==> src/rtl/tlb_pkg.sv <==
// Package: shared types for the translation unit.
// Assumes nothing beyond IEEE 1800-2017 enums.
package tlb_pkg;

    // Walk controller state
    typedef enum logic [0:0] {
        WS_IDLE = 1'b0,
        WS_WALK = 1'b1
    } walk_state_t;

endpackage

==> src/rtl/tlb_cam.sv <==
// tlb_cam: fully associative store of page-number / frame-number pairs.
// Compares a lookup page number against all slots in parallel and returns
// a one-hot match vector plus the matching frame.
// Assumes at most one slot matches (installs happen only after a miss).
// A flush clears every valid bit and wins over a same-cycle install.
module tlb_cam #(
    parameter int ENTRIES = 8,
    parameter int VPN_W   = 20,
    parameter int PFN_W   = 16,
    localparam int IDX_W  = (ENTRIES > 1) ? $clog2(ENTRIES) : 1
) (
    input  logic               clk,
    input  logic               rst_n,
    input  logic               flush,
    input  logic               ins_en,
    input  logic [IDX_W-1:0]   ins_idx,
    input  logic [VPN_W-1:0]   ins_vpn,
    input  logic [PFN_W-1:0]   ins_pfn,
    input  logic [VPN_W-1:0]   lk_vpn,
    output logic [ENTRIES-1:0] hit_vec,
    output logic               hit,
    output logic [PFN_W-1:0]   hit_pfn
);

    logic [ENTRIES-1:0]            slot_v;
    logic [ENTRIES-1:0][VPN_W-1:0] slot_vpn;
    logic [ENTRIES-1:0][PFN_W-1:0] slot_pfn;

    for (genvar g = 0; g < ENTRIES; g++) begin : g_slot
        // Per-slot storage: flush clears, install writes the selected slot
        always_ff @(posedge clk) begin
            if (!rst_n) begin
                slot_v[g]   <= 1'b0;
                slot_vpn[g] <= '0;
                slot_pfn[g] <= '0;
            end else if (flush) begin
                slot_v[g]   <= 1'b0;
            end else if (ins_en && (ins_idx == IDX_W'(g))) begin
                slot_v[g]   <= 1'b1;
                slot_vpn[g] <= ins_vpn;
                slot_pfn[g] <= ins_pfn;
            end
        end

        // Per-slot tag compare
        assign hit_vec[g] = slot_v[g] && (slot_vpn[g] == lk_vpn);
    end

    // Merge matching frame numbers (one-hot by assumption)
    always_comb begin
        hit_pfn = '0;
        for (int i = 0; i < ENTRIES; i++) begin
            if (hit_vec[i]) hit_pfn = hit_pfn | slot_pfn[i];
        end
    end

    assign hit = |hit_vec;

endmodule

==> src/rtl/tlb_rr_ptr.sv <==
// tlb_rr_ptr: round-robin victim pointer for the translation store.
// Advances by one on each install and wraps after ENTRIES installs.
// Returns to slot 0 on reset and on flush.
module tlb_rr_ptr #(
    parameter int ENTRIES = 8,
    localparam int IDX_W  = (ENTRIES > 1) ? $clog2(ENTRIES) : 1
) (
    input  logic             clk,
    input  logic             rst_n,
    input  logic             flush,
    input  logic             adv,
    output logic [IDX_W-1:0] idx
);

    // Pointer update with wrap at ENTRIES-1
    always_ff @(posedge clk) begin
        if (!rst_n || flush) begin
            idx <= '0;
        end else if (adv) begin
            idx <= (idx == IDX_W'(ENTRIES - 1)) ? '0 : idx + 1'b1;
        end
    end

endmodule

==> src/rtl/tlb_walk_fsm.sv <==
// tlb_walk_fsm: controls the table walk that follows a lookup miss.
// IDLE accepts requests. A miss moves to WALK, which lasts until the memory
// acknowledges the entry read. Assumes the ack arrives only while in WALK.
module tlb_walk_fsm (
    input  logic clk,
    input  logic rst_n,
    input  logic req_fire,
    input  logic lookup_hit,
    input  logic mem_ack,
    output logic walking,
    output logic walk_start,
    output logic walk_done
);
    import tlb_pkg::*;

    walk_state_t state_q;

    // Event decode for the datapath
    assign walking    = (state_q == WS_WALK);
    assign walk_start = req_fire && !lookup_hit;
    assign walk_done  = walking && mem_ack;

    // State register
    always_ff @(posedge clk) begin
        if (!rst_n) begin
            state_q <= WS_IDLE;
        end else begin
            case (state_q)
                WS_IDLE: if (walk_start) state_q <= WS_WALK;
                WS_WALK: if (mem_ack)    state_q <= WS_IDLE;
                default:                 state_q <= WS_IDLE;
            endcase
        end
    end

endmodule

==> src/rtl/tlb_walker.sv <==
// tlb_walker: translation unit with an associative buffer and a single-level
// hardware table walk. Entry address = base + 4 * page number. Entry bit
// PTE_W-1 is the valid flag; the low PFN_W bits hold the frame number.
// Assumes the base register is written only while no walk is in flight.
module tlb_walker #(
    parameter int VA_W    = 32,
    parameter int PA_W    = 28,
    parameter int OFF_W   = 12,
    parameter int ENTRIES = 8,
    parameter int PTE_W   = 32,
    localparam int VPN_W  = VA_W - OFF_W,
    localparam int PFN_W  = PA_W - OFF_W,
    localparam int IDX_W  = (ENTRIES > 1) ? $clog2(ENTRIES) : 1,
    localparam int VBIT   = PTE_W - 1
) (
    input  logic             clk,
    input  logic             rst_n,
    input  logic             req_valid,
    input  logic [VA_W-1:0]  req_vaddr,
    output logic             req_ready,
    output logic             rsp_valid,
    output logic [PA_W-1:0]  rsp_paddr,
    output logic             rsp_fault,
    output logic             mem_rd_req,
    output logic [VA_W-1:0]  mem_rd_addr,
    input  logic             mem_rd_ack,
    input  logic [PTE_W-1:0] mem_rd_data,
    input  logic             base_wr_en,
    input  logic [VA_W-1:0]  base_wr_data
);

    logic               req_fire;
    logic               walking;
    logic               walk_start;
    logic               walk_done;
    logic               lk_hit;
    logic [ENTRIES-1:0] lk_hit_vec;
    logic [PFN_W-1:0]   lk_pfn;
    logic [IDX_W-1:0]   victim;
    logic               install;
    logic [VPN_W-1:0]   req_vpn;
    logic [OFF_W-1:0]   req_off;
    logic [VPN_W-1:0]   pend_vpn;
    logic [OFF_W-1:0]   pend_off;
    logic [VA_W-1:0]    base_q;
    logic               pte_ok;
    logic [PFN_W-1:0]   pte_pfn;

    assign req_vpn   = req_vaddr[VA_W-1:OFF_W];
    assign req_off   = req_vaddr[OFF_W-1:0];
    assign req_ready = !walking;
    assign req_fire  = req_valid && req_ready;
    assign pte_ok    = mem_rd_data[VBIT];
    assign pte_pfn   = mem_rd_data[PFN_W-1:0];
    assign install   = walk_done && pte_ok && !base_wr_en;
    assign mem_rd_req = walking;

    tlb_walk_fsm u_fsm (
        .clk        (clk),
        .rst_n      (rst_n),
        .req_fire   (req_fire),
        .lookup_hit (lk_hit),
        .mem_ack    (mem_rd_ack),
        .walking    (walking),
        .walk_start (walk_start),
        .walk_done  (walk_done)
    );

    tlb_cam #(
        .ENTRIES (ENTRIES),
        .VPN_W   (VPN_W),
        .PFN_W   (PFN_W)
    ) u_cam (
        .clk     (clk),
        .rst_n   (rst_n),
        .flush   (base_wr_en),
        .ins_en  (install),
        .ins_idx (victim),
        .ins_vpn (pend_vpn),
        .ins_pfn (pte_pfn),
        .lk_vpn  (req_vpn),
        .hit_vec (lk_hit_vec),
        .hit     (lk_hit),
        .hit_pfn (lk_pfn)
    );

    tlb_rr_ptr #(
        .ENTRIES (ENTRIES)
    ) u_rr (
        .clk   (clk),
        .rst_n (rst_n),
        .flush (base_wr_en),
        .adv   (install),
        .idx   (victim)
    );

    // Base register
    always_ff @(posedge clk) begin
        if (!rst_n)          base_q <= '0;
        else if (base_wr_en) base_q <= base_wr_data;
    end

    // Capture the missing request and form the entry address
    always_ff @(posedge clk) begin
        if (!rst_n) begin
            pend_vpn    <= '0;
            pend_off    <= '0;
            mem_rd_addr <= '0;
        end else if (walk_start) begin
            pend_vpn    <= req_vpn;
            pend_off    <= req_off;
            mem_rd_addr <= base_q + {{(VA_W-VPN_W-2){1'b0}}, req_vpn, 2'b00};
        end
    end

    // Response register: hit answer or walk result
    always_ff @(posedge clk) begin
        if (!rst_n) begin
            rsp_valid <= 1'b0;
            rsp_fault <= 1'b0;
            rsp_paddr <= '0;
        end else begin
            rsp_valid <= (req_fire && lk_hit) || walk_done;
            if (req_fire && lk_hit) begin
                rsp_fault <= 1'b0;
                rsp_paddr <= {lk_pfn, req_off};
            end else if (walk_done) begin
                rsp_fault <= !pte_ok;
                rsp_paddr <= pte_ok ? {pte_pfn, pend_off} : '0;
            end
        end
    end

endmodule

==> config.mk <==
export PLATFORM = sky130hd
export DESIGN_NAME = tlb_walker
export DESIGN_NICKNAME = d
export VERILOG_FILES = /design/src/rtl/tlb_pkg.sv /design/src/rtl/tlb_cam.sv /design/src/rtl/tlb_rr_ptr.sv /design/src/rtl/tlb_walk_fsm.sv /design/src/rtl/tlb_walker.sv
export SDC_FILE = /design/constraint.sdc
export NUM_CORES = 1
export LEC_CHECK = 0
export BUFFER_PORTS_ARGS = -buffer_cell sky130_fd_sc_hd__buf_4
export CAP_MARGIN = 20
export CORE_MARGIN = 2
export CORE_UTILIZATION = 50
export CTS_CLUSTER_SIZE = 28
export DETAILED_ROUTE_END_ITERATION = 10
export GPL_TIMING_DRIVEN = 0
export HOLD_SLACK_MARGIN = 0.05
export PLACE_DENSITY_LB_ADDON = 0.05
export SKIP_CTS_REPAIR_TIMING = 1
export SYNTH_ARGS = -nofsm -noshare
export SYNTH_HDL_FRONTEND = slang
export SYNTH_HIERARCHICAL = 1
export SYNTH_SLANG_ARGS = --single-unit
==> constraint.sdc <==
create_clock -name clk -period 3.9 [get_ports clk]
set_clock_uncertainty 0.05 [all_clocks]
set_input_delay 0.78 -clock clk [delete_from_list [all_inputs] [get_ports clk]]
set_output_delay 0.78 -clock clk [all_outputs]
set_load 0.005 [all_outputs]
# ---- Word level (Yosys, flattened, before mapping)
# Cells that the tools add are included.
dict set report totals {
  ff_bits 426
  in_bits 101
  output_inout_bits 64
  elab_cells 117
}
dict set report op_classes {
  bitwise 10
  muxes 15
  add_sub_neg 2
  reduce_logical 42
  eq_ne 15
}
# op n
set ops {}
lappend ops {{$eq 20x20->1} 8}
lappend ops {{$mux 16} 8}
lappend ops {{$or 16x16->16} 7}
lappend ops {{$mux 28} 3}
lappend ops {{$add 32x22->32} 1}
lappend ops {{$logic_and 1x1->1} 22}
lappend ops {{$reduce_and 2->1} 8}
lappend ops {{$eq 3x3->1 const B} 4}
lappend ops {{$reduce_or 8->1} 1}
lappend ops {{$eq 3x2->1 const B} 2}
lappend ops {{$logic_not 1->1} 5}
lappend ops {{$reduce_or 2->1} 2}
lappend ops {{$add 3x1->3 const B} 1}
lappend ops {{$eq 3x1->1 const B} 1}
lappend ops {{$logic_not 3->1} 1}
lappend ops {{$mux 3} 1}
lappend ops {{$not 1->1} 3}
lappend ops {{$logic_or 1x1->1} 2}
lappend ops {{$mux 1} 2}
lappend ops {{$pmux 1 s2} 1}
lappend ops {{$reduce_bool 2->1} 1}

# ---- Depth between registers and ports, before layout
dict set report logic_depth {
  word_depth 18
  mapped_depth 14
  ltp_nobuf 10
}

# ---- Cells and area by module
# The synthesis kept the hierarchy.
# mod area_per_inst_um2 seq_area_each_um2 instances cells_per_inst
set modules_own_cells {}
lappend modules_own_cells {tlb_cam 14741.6 5925.7 1 1817}
lappend modules_own_cells {tlb_walker 5911.9 2522.4 1 665}
lappend modules_own_cells {tlb_rr_ptr 147.6 60.1 1 14}
lappend modules_own_cells {tlb_walk_fsm 62.6 20.0 1 6}

# ---- Worst setup path after synthesis
# Ideal clock, no wire load.
dict set report synth_timing {
  path_kind {input -> register}
  startpoint {in req_vaddr[27]}
  endpoint {reg mem_rd_addr[0]}
  required_time_ns 3.722
  path_slack_ns 0.599
  arrival_time_ns 3.124
  path_stages 12
  setup_time_ns 0.128
  cell_sequence {buf_4 xnor2_1 nand4_1 clkbuf_1 nor2_1 a32oi_1 nand4_1 nor2b_4 clkbuf_1 buf_1 mux2i_1 nor2_1}
}
dict set report synth_via {
  elab_chain_cells 5
  elab_cells_between_ends 19
  cone_classes {eq/ne (8); reduce/logical (11)}
}
# item line_no
set synth_rtl {}
lappend synth_rtl {{from (decl)} tlb_walker.sv:19} ;# input logic [VA_W-1:0] req_vaddr,
lappend synth_rtl {{$eq 20x20->1} tlb_cam.sv:46} ;# assign hit_vec[g] = slot_v[g] && (slot_vpn[g] == lk_vpn);
lappend synth_rtl {{$logic_and 1x1->1} tlb_cam.sv:46}
lappend synth_rtl {{$reduce_or 8->1 (*)} tlb_cam.sv:57} ;# assign hit = |hit_vec;
lappend synth_rtl {{via lk_hit} tlb_walker.sv:36} ;# logic lk_hit;
lappend synth_rtl {{$logic_not 1->1 (*)} tlb_walk_fsm.sv:20} ;# assign walk_start = req_fire && !lookup_hit;
lappend synth_rtl {{$logic_and 1x1->1 (*)} tlb_walk_fsm.sv:20}
lappend synth_rtl {{via walk_start} tlb_walker.sv:34} ;# logic walk_start;
lappend synth_rtl {{to (signal assigned)} tlb_walker.sv:112} ;# mem_rd_addr <= base_q + {{(VA_W-VPN_W-2){1'b0}}, req_vpn, 2'b00};
lappend synth_rtl {{to (decl)} tlb_walker.sv:25} ;# output logic [VA_W-1:0] mem_rd_addr,
# The timed path passes the listed nets; every way through them passes the cells marked *.
# A chain may end at the register's enable or synchronous reset.

# ---- Final worst setup path
dict set report layout_timing {
  startpoint {in req_vaddr[27]}
  endpoint {reg mem_rd_addr[14]}
}
# The elaborated chain is that of the path after synthesis.

==> flow_summary.ini <==
[floorplanning]
die_area_mm2 = 0.0433
placementRows = 74
die_width_um = 208
core_area_mm2 = 0.0409
die_y_um = 208
io_pins = 165
start_util_pct = 50.9

[grt]
grt_max_degree = 13
grt_use_total_pct = 31.9
antenna_found_initial = 2
grt_pass1_wl_mm = 107
grt_pass1_vias = 18186
grt_remaining_overflow = 0

[timing]
post-route-period-util_pct = 96.0
tightest_slew_ps = 1150
rsz0062_at_grt = no
drv_slew = 0
whs_ps = 372
finalSetupTns_ps = 0
hold_viol = 0
finalSetupViolations = 0
fmax_mhz = 267
relSlewSlack_pct = 22.7
period_needed_ps = 3740

[final_layout]
multi_input_area_mm2 = 0.0108
fill_cells = 3807
diodes = 0
layout.area.seq_mm2 = 0.00853
area_delta_synth_final_pct = 15.9
drive_above_1_share_pct = 13.8
nNetsFinal = 2817
layoutNonFillerInstCount = 3262

[hold_path]
hold_class = input port to flip-flop
hold_path.startpoint = base_wr_data[4]

[drt]
routedWlPerCell_um = 21.7
dr.pass1.iters = 5
route.detailed.drc = 0
drtIter0Drc = 1514
via_per_inst = 5.69
wl_mm = 70.7
vias = 18554
ant_nets = 0

[critical_path]
cp_max_fo = 10
worstPathArrival_ps = 4150
crit_path_start_kind = input port
critPathCaptureType = flip-flop
worst_ep_required_time_ps = 4310
crit_path_max_incr_delay_ps = 460
path_cells = buf_4 > buf_4 > xnor2_1 > nand4_1 > clkbuf_1 > nor2_1 > a32oi_1 > nand4_1 > nor2b_4 > clkbuf_2 > clkbuf_1 > mux2i_1 > nor2_1
startpoint = req_vaddr[27]
crit_family = buffers and inverters
slowest_stage = clkbuf_1
worst-path-buf-inv = 5
critPathKind = input port to flip-flop
rr_startpoint = u_fsm/walking

[pwr]
p_clk_share_pct = 44.3
p_comb_share_pct = 10.2
p_sw_mw = 2.53
swShare_pct = 25.6
power_mw = 9.88
powerDensity_mw_per_mm2 = 410
p_leak_nw = 8.69
power_frac_seq_pct = 45.4
ir_drop_mv = 0.336
cell_internal_pwr_mw = 7.35

[synth]
synthCells = 2494
avgSynthCellArea_um2 = 8.35
syn_nets = 2618
syn-cell-area_mm2 = 0.0208
synth_warnings = 6

[clocking]
cts_root_buffer = clkbuf_16
ctsLongestPathBuffers = 3
cts_tree = yes
worstSkewPairLatency_ps = 600
cts.sinks = 426
clkSlewWorstSetupHoldPaths_ps = 60
cts_inserted_buffers = 47
htreeDepth = 2

[placement]
dp_hpwl_mm = 52.2
io_buffers = 149
gp_congestion = 0.890
dpl.cell_count = 3176

[status]
status = complete, no violations

[flow_run]
drv_cap = 0
layout by cell type (no fill, tap or decap), types with 74 or more instances in the layout:
master and count:
nand2_1 622, dfxtp_1 426, a21boi_1 228, buf_4 161, xnor2_1 144, nor2_1 140, clkbuf_1 109, mux2i_1 81
buf_2 76, inv_1 74
stage by stage:
step	setup WS [ps]	util, %	instance area (um^2)
after floorplan	614	-	20800
after CTS	-192	58.9	24100
after global placement	-780	55.2	22600
final	158	58.9	24100
after global routing	70.8	58.9	24100
after detailed placement	-816	55.2	22600
path summary, 6_finish.rpt:
kind,to,slack (ps),depth (start not counted)
max,mem_rd_addr[14],160,13
min,base_q[4],370,3
max reg2reg,u_cam/slot_vpn[85],340,10
min reg2reg,mem_rd_addr[19],400,2
power groups by stage:
stage	combinational (mW)	sequential [mW]	clock, mW
global route	1.08	4.49	4.62
global placement	0.990	4.58	0
floorplan	0.590	4.57	0
CTS	1.00	4.49	4.44
finish	1.01	4.49	4.38
detailed placement	0.997	4.58	0
flip-flops by register name (all words and copies together), names as in the netlist:
signal	count
u_cam/slot_vpn	160
u_cam/slot_pfn	128
base_q	32
mem_rd_addr	32
rsp_paddr	28
pend_vpn	20
pend_off	12
u_cam/slot_v	8
u_rr/idx	3
rsp_fault	1
rsp_valid	1
u_fsm/walking	1
metal layers:
metal	global-route usage (%)	part of all wire (%)	up-vias	wire (um)
met5	0	0.040	-	28
li1	-	-	8817	-
met4	11.4	3.1	4	2220
met2	53.2	47	643	33400
met1	41.6	42	8956	29900
met3	5.52	7.3	134	5170
worst reg2reg max path: stages (launching register included):
cell,delay (ps)
dfxtp_1,420
and2_2,250
clkbuf_1,360
nand2_1,200
nor2_1,200
buf_6,210
nor3b_2,410
nand3b_1,690
clkbuf_1,450
nand2_1,160
a21boi_1,70
layout make-up:
cell class,count,area share [%]
Multi-Input combinational cell,1769,45.0
Sequential cell,426,35.4
Clock buffer,70,5.69
Buffer,222,4.83
Timing Repair Buffer,150,4.69
Tap cell,532,2.76
Inverter,77,1.20
Clock inverter,16,0.498
(Power assumes the default switching activity.)
